<file path="src/rtl/dma_pkg.sv">
package dma_pkg;
  typedef enum logic [1:0] {ST_IDLE = 2'd0, ST_RD = 2'd1, ST_WR = 2'd2} phase_e;

  typedef struct packed {
    logic [1:0] dsz;
    logic [1:0] ssz;
    logic       dinc;
    logic       sinc;
    logic       auto_off;
    logic       req_en;
  } ctrl_t;

  function automatic logic [2:0] size_bytes(input logic [1:0] s);
    case (s)
      2'd0:    return 3'd1;
      2'd1:    return 3'd2;
      default: return 3'd4;
    endcase
  endfunction

  function automatic logic [1:0] size_norm(input logic [1:0] s);
    return (s == 2'd3) ? 2'd2 : s;
  endfunction
endpackage

</file>
<file path="src/rtl/dma_addr_step.sv">
module dma_addr_step import dma_pkg::*; #(
  parameter int AW = 32
) (
  input  logic [AW-1:0] addr,
  input  logic [1:0]    size,
  input  logic          inc,
  output logic [AW-1:0] nxt
);
  always_comb nxt = inc ? addr + AW'(size_bytes(size)) : addr;
endmodule

</file>
<file path="src/rtl/dma_pack.sv">
module dma_pack import dma_pkg::*; #(
  parameter int LANES = 4
) (
  input  logic               clk,
  input  logic               rst,
  input  logic               load,
  input  logic [1:0]         lane,
  input  logic [1:0]         size,
  input  logic [8*LANES-1:0] rdata,
  output logic [8*LANES-1:0] view
);
  localparam int DW = 8 * LANES;
  logic [DW-1:0] hold_q;
  logic [DW-1:0] shifted;
  logic [2:0]    nb;

  always_comb begin
    shifted = rdata << {lane, 3'b000};
    nb      = size_bytes(size);
    view    = hold_q >> {lane, 3'b000};
  end

  for (genvar i = 0; i < LANES; i++) begin : g_lane
    always_ff @(posedge clk) begin
      if (rst)
        hold_q[8*i +: 8] <= '0;
      else if (load && (4'(i) >= {2'b00, lane}) && (4'(i) < ({2'b00, lane} + {1'b0, nb})))
        hold_q[8*i +: 8] <= shifted[8*i +: 8];
    end
  end
endmodule

</file>
<file path="src/rtl/dma_xfer_engine.sv">
module dma_xfer_engine import dma_pkg::*; #(
  parameter int ADDR_W = 32,
  parameter int CNT_W  = 24
) (
  input  logic              clk,
  input  logic              rst,
  input  logic              reg_wr_en,
  input  logic [1:0]        reg_sel,
  input  logic [31:0]       reg_wdata,
  output logic [31:0]       reg_rdata,
  input  logic              periph_req,
  output logic              m_valid,
  output logic              m_write,
  output logic [ADDR_W-1:0] m_addr,
  output logic [1:0]        m_size,
  output logic [31:0]       m_wdata,
  input  logic              m_ready,
  input  logic [31:0]       m_rdata,
  input  logic              m_err,
  output logic              irq
);
  localparam logic [1:0] SEL_SRC = 2'd0;
  localparam logic [1:0] SEL_DST = 2'd1;
  localparam logic [1:0] SEL_CNT = 2'd2;
  localparam logic [1:0] SEL_CTL = 2'd3;
  localparam int B_GO   = 0;
  localparam int B_DONE = 24;

  logic [ADDR_W-1:0] src_q, dst_q, src_nxt, dst_nxt;
  logic [CNT_W-1:0]  cnt_q, cnt_dec;
  ctrl_t             ctl_q;
  phase_e            phase_q;
  logic              done_q, berr_q, launch_q, sw_run_q, halt_q;
  logic [2:0]        lane_q, lane_adv, sb, db, nb_rsp;
  logic              launch, rd_ok;
  logic [31:0]       view;

  dma_addr_step #(.AW(ADDR_W)) i_src_step (
    .addr(src_q), .size(m_size), .inc(ctl_q.sinc), .nxt(src_nxt));
  dma_addr_step #(.AW(ADDR_W)) i_dst_step (
    .addr(dst_q), .size(m_size), .inc(ctl_q.dinc), .nxt(dst_nxt));

  assign rd_ok = m_valid && m_ready && !m_err && !m_write && !halt_q;

  dma_pack #(.LANES(4)) i_pack (
    .clk(clk), .rst(rst), .load(rd_ok), .lane(lane_q[1:0]),
    .size(m_size), .rdata(m_rdata), .view(view));

  always_comb begin
    sb       = size_bytes(ctl_q.ssz);
    db       = size_bytes(ctl_q.dsz);
    nb_rsp   = size_bytes(m_size);
    lane_adv = lane_q + nb_rsp;
    cnt_dec  = (cnt_q > CNT_W'(nb_rsp)) ? cnt_q - CNT_W'(nb_rsp) : '0;
    launch   = !done_q && (cnt_q != '0) && (ctl_q.req_en ? periph_req : sw_run_q);
  end

  always_ff @(posedge clk) begin
    if (rst) begin
      src_q <= '0; dst_q <= '0; cnt_q <= '0; ctl_q <= '0;
      phase_q <= ST_IDLE; lane_q <= '0;
      done_q <= 1'b0; berr_q <= 1'b0; launch_q <= 1'b0;
      sw_run_q <= 1'b0; halt_q <= 1'b0;
      m_valid <= 1'b0; m_write <= 1'b0; m_addr <= '0; m_size <= '0; m_wdata <= '0;
    end else begin
      case (phase_q)
        ST_IDLE: begin
          if (launch) begin
            phase_q  <= ST_RD;
            lane_q   <= '0;
            launch_q <= 1'b1;
          end else if (!ctl_q.req_en && sw_run_q && cnt_q == '0) begin
            done_q   <= 1'b1;
            sw_run_q <= 1'b0;
          end
        end
        default: begin
          if (!m_valid) begin
            if (halt_q) begin
              phase_q <= ST_IDLE;
              halt_q  <= 1'b0;
            end else begin
              m_valid <= 1'b1;
              m_write <= (phase_q == ST_WR);
              m_addr  <= (phase_q == ST_WR) ? dst_q : src_q;
              m_size  <= size_norm((phase_q == ST_WR) ? ctl_q.dsz : ctl_q.ssz);
              m_wdata <= view;
            end
          end else if (m_ready) begin
            m_valid <= 1'b0;
            if (m_err) begin
              berr_q   <= 1'b1;
              done_q   <= 1'b1;
              sw_run_q <= 1'b0;
              halt_q   <= 1'b0;
              phase_q  <= ST_IDLE;
            end else if (halt_q) begin
              halt_q  <= 1'b0;
              phase_q <= ST_IDLE;
            end else if (!m_write) begin
              src_q <= src_nxt;
              if (lane_adv >= db) begin
                phase_q <= ST_WR;
                lane_q  <= '0;
              end else begin
                lane_q <= lane_adv;
              end
            end else begin
              dst_q <= dst_nxt;
              cnt_q <= cnt_dec;
              if (cnt_dec == '0) begin
                done_q   <= 1'b1;
                sw_run_q <= 1'b0;
                phase_q  <= ST_IDLE;
                if (ctl_q.auto_off) ctl_q.req_en <= 1'b0;
              end else if (lane_adv >= sb) begin
                phase_q <= ST_IDLE;
              end else begin
                lane_q <= lane_adv;
              end
            end
          end
        end
      endcase

      if (reg_wr_en) begin
        case (reg_sel)
          SEL_SRC: src_q <= ADDR_W'(reg_wdata);
          SEL_DST: dst_q <= ADDR_W'(reg_wdata);
          SEL_CNT: cnt_q <= CNT_W'(reg_wdata);
          default: begin
            ctl_q <= reg_wdata[8:1];
            if (reg_wdata[B_DONE]) begin
              done_q   <= 1'b0;
              berr_q   <= 1'b0;
              launch_q <= 1'b0;
              sw_run_q <= 1'b0;
              if (phase_q != ST_IDLE || launch) halt_q <= 1'b1;
            end else if (reg_wdata[B_GO] && !done_q) begin
              sw_run_q <= 1'b1;
            end
          end
        endcase
      end
    end
  end

  assign irq = done_q;

  always_comb begin
    case (reg_sel)
      SEL_SRC: reg_rdata = 32'(src_q);
      SEL_DST: reg_rdata = 32'(dst_q);
      SEL_CNT: reg_rdata = 32'(cnt_q);
      default: reg_rdata = {4'b0, launch_q, (phase_q != ST_IDLE), berr_q, done_q,
                            15'b0, ctl_q, 1'b0};
    endcase
  end
endmodule

</file>
<file path="config.mk">
export PLATFORM = sky130hd
export DESIGN_NAME = dma_xfer_engine
export DESIGN_NICKNAME = d
export VERILOG_FILES = /design/src/rtl/dma_pkg.sv /design/src/rtl/dma_addr_step.sv /design/src/rtl/dma_pack.sv /design/src/rtl/dma_xfer_engine.sv
export SDC_FILE = /design/constraint.sdc
export NUM_CORES = 1
export LEC_CHECK = 0
export ABC_CLOCK_PERIOD_IN_PS = 4980
export BUFFER_PORTS_ARGS = -buffer_cell sky130_fd_sc_hd__buf_2
export CAP_MARGIN = 20
export CORE_MARGIN = 4
export CORE_UTILIZATION = 50
export CTS_CLUSTER_DIAMETER = 100
export DETAILED_ROUTE_END_ITERATION = 8
export PLACE_DENSITY = 0.71
export SETUP_SLACK_MARGIN = 0.4
export SYNTH_ARGS = -nofsm -noshare
export SYNTH_HDL_FRONTEND = slang
export SYNTH_HIERARCHICAL = 1
export SYNTH_SLANG_ARGS = --single-unit
</file>
<file path="constraint.sdc">
create_clock -name clk -period 4.98 [get_ports clk]
set_input_delay 0.249 -clock clk [delete_from_list [all_inputs] [get_ports clk]]
set_output_delay 0.249 -clock clk [all_outputs]
set_load 0.02 [all_outputs]
</file>
==> flow_metrics.tcl <==
set metrics [dict create \
    fin_skew_ps 6.86 \
    io_pins 173 \
    required_ps 5410 \
    synthMuxAreaShare 0.140 \
    grt_max_degree 144 \
    yosys_most_used_dff "dfxtp_1" \
    synth_common_cells "232 x nor2_1, 220 x nand2_1, 206 x dfxtp_1, 155 x mux2i_1, 100 x clkbuf_1" \
    core_sq_um 24600 \
    grt_pass1_wl_um 63900 \
    h-tree-depth 1 \
    synth_top_family_by_area "simple AND/OR/NAND/NOR gates" \
    path_clk_slew_ps 60 \
    start_util 0.515 \
    crit_chain "nor2_1, ha_1, inv_1, fa_1, a2111oi_4, buf_4, nand4_4, or2_0, a21boi_0, nor4_1, a31o_4, or3_4, a221oi_2" \
    synthCells 1586 \
    clock.fmax_mhz 258 \
    syn_area_sq_um 12700 \
    total_leakage_power_uw 0.00555 \
    yosysTopAreaCell "dfxtp_1" \
    drive_gt1_frac 0.162 \
    cts_sinks 206 \
    hold_viol 0 \
    overflow 0 \
    synth_seq_cells 206 \
    netlist_top_cells_area "dfxtp_1 33%, mux2i_1 12%, nor2_1 6.9%" \
    synth-simple-area-share 0.221 \
    slowest_delay_ps 500 \
    finalCriticalPeriod_ps 3880 \
    setup_viol 0 \
    post_cts_resized 0 \
    antenna_left 0 \
    instances_no_fill 2022 \
    synth_compound_area_frac 0.192 \
    vias 12314 \
    peakVddDrop_mv 0.202 \
    rows 57 \
    dp.cells 1977 \
    avgSynthCellArea_sq_um 7.99 \
    wl_um 41000 \
    crit_type "reg -> reg" \
    start_kind "flop" \
    die_area_sq_um 28000 \
    ys_seq_area_frac 0.325 \
    cp-end-kind "flop" \
    maxSlewHeadroom 0.265 \
    drv_cap 0 \
    synthAdderAreaFrac 0.0257 \
    n_antenna_cell 0 \
    drtPass1Iterations 6 \
    finalSetupTns_ps 0 \
    clk_path_buf_depth 3 \
    drc 0 \
    dr.first_iter.drc_count 1324 \
    synth-warning-count 6 \
    wl_per_cell_um 20.3 \
    viasPerCell 6.09 \
    track_usage 0.277 \
    die_h_um 167 \
    antenna_found_initial 0 \
    yosysTopAreaCellShare 0.325 \
    die_x_um 167 \
    crit_family "simple AND/OR/NAND/NOR gates" \
    synth.most_common_cell "nor2_1" \
    root_buffer "clkbuf_16" \
    areaGrowthSynthToFinish_pct 14.0 \
    hold_ws_ps 6.42 \
    async_reset_ff_frac 0 \
    power_density_nw_per_um2 292 \
    slew_violations 0 \
    grt_pass1_vias 11502 \
    port_buffers 172 \
    hold_class "in -> reg" \
    place_hpwl_um 28700 \
    critical_path_arrival_ps 4310 \
    synth-edff-count 0 \
    synth_fp_nets 1681 \
    cpMaxStageDelayCell "dfxtp_1" \
    numCtsBuffers 24 \
    seq_area_sq_um 4130 \
    outcome "finished clean" \
    cp_max_fo 17 \
    multiInputGateArea_sq_um 7950 \
    final_nets 1777 \
    cts_tree "done" \
    place_congestion 0.962 \
    path_buf_inv 2 \
    worstMarginPinSlew_ps 1100 \
    rsz0062_at_grt "false" \
    nFillCells 2266 \
    clk_latency_ps 520 \
    reg2reg_slack_ps 1100 \
    period_share 0.779 \
    synth-xor-area-share 0.0477 \
    yosysUniqueCellTypes 79 \
]
## routing by layer
metal	GRT usage	wire [um]	part of all wire
met1	0.380	17400	0.43
met2	0.437	18500	0.45
met3	0.0417	3200	0.078
met4	0.119	1890	0.046
met5	0	0	0
## cell usage in the layout, fill, tap and decap left out, drive strengths merged, types with 11 or more instances in the layout
master / instances
and2: 14
xor2: 17
dfxtp: 206
clkbuf: 33
nor3: 25
a211oi: 94
o211ai: 11
mux2i: 155
nor2b: 18
nor4: 12
nor2: 232
nand4: 22
nand3: 36
a21oi: 89
xnor2: 52
nand2: 220
buf: 193
ha: 18
inv: 27
a311oi: 47
o21ai: 65
## per-stage QoR
step	utilization	power (uW)	cell area, sq um	setup slack (ps)
after floorplan	-	2240	12700	1450
after global placement	0.552	2440	13600	1320
after detailed placement	0.552	2440	13600	1140
after CTS	0.585	4230	14400	1130
after global routing	0.587	4390	14500	752
final	0.587	4220	14500	1100
## path summary, 6_finish.rpt
path	endpoint	depth (start not counted)	from
worst min register to register	m_wdata[4]	2	m_wdata[4]
worst max register to register	phase_q[1]	13	m_size[1]
worst max-delay path	phase_q[1]	13	m_size[1]
worst min-delay path	i_pack/hold_q[17]	2	rst
## report_power, final
| part | internal [uW] | switching, uW |
|---|---|---|
| combinational | 234 | 393 |
| clock | 1080 | 718 |
| sequential | 1710 | 90.9 |
| total | 3020 | 1200 |
## area by class of cell
class / instances / share of cell area
Sequential cell: 206 / 0.286
Inverter: 27 / 0.00701
Clock inverter: 9 / 0.00701
Clock buffer: 33 / 0.0481
Tap cell: 324 / 0.0281
Multi-Input combinational cell: 1229 / 0.550
Timing Repair Buffer: 194 / 0.0744
## registers in the layout, summed over array words and instances (netlist names)
signal / count
irq: 1
lane_q: 3
ctl_q: 8
m_write: 1
dst_q: 32
m_size: 2
m_valid: 1
src_q: 32
i_pack/hold_q: 32
m_addr: 32
launch_q: 1
halt_q: 1
m_wdata: 32
cnt_q: 24
sw_run_q: 1
phase_q: 2
berr_q: 1
## kinds of logic after synthesis
| family | count (synthesis) |
|---|---|
| XOR/XNOR | 69 |
| multiplexers | 167 |
| adder cells (fa/ha/maj) | 23 |
| flip-flops | 206 |
| AO/OA/AOI/OAI | 352 |
| buffers and inverters | 151 |
| AND/OR/NAND/NOR | 618 |
## what timing repair did
action                    4_1_cts  5_1_grt
hold buffers                    1        0
hold endpoints to repair        1        0
setup buffers                   0        0
Note: power is estimated with default switching activity, not from simulation.
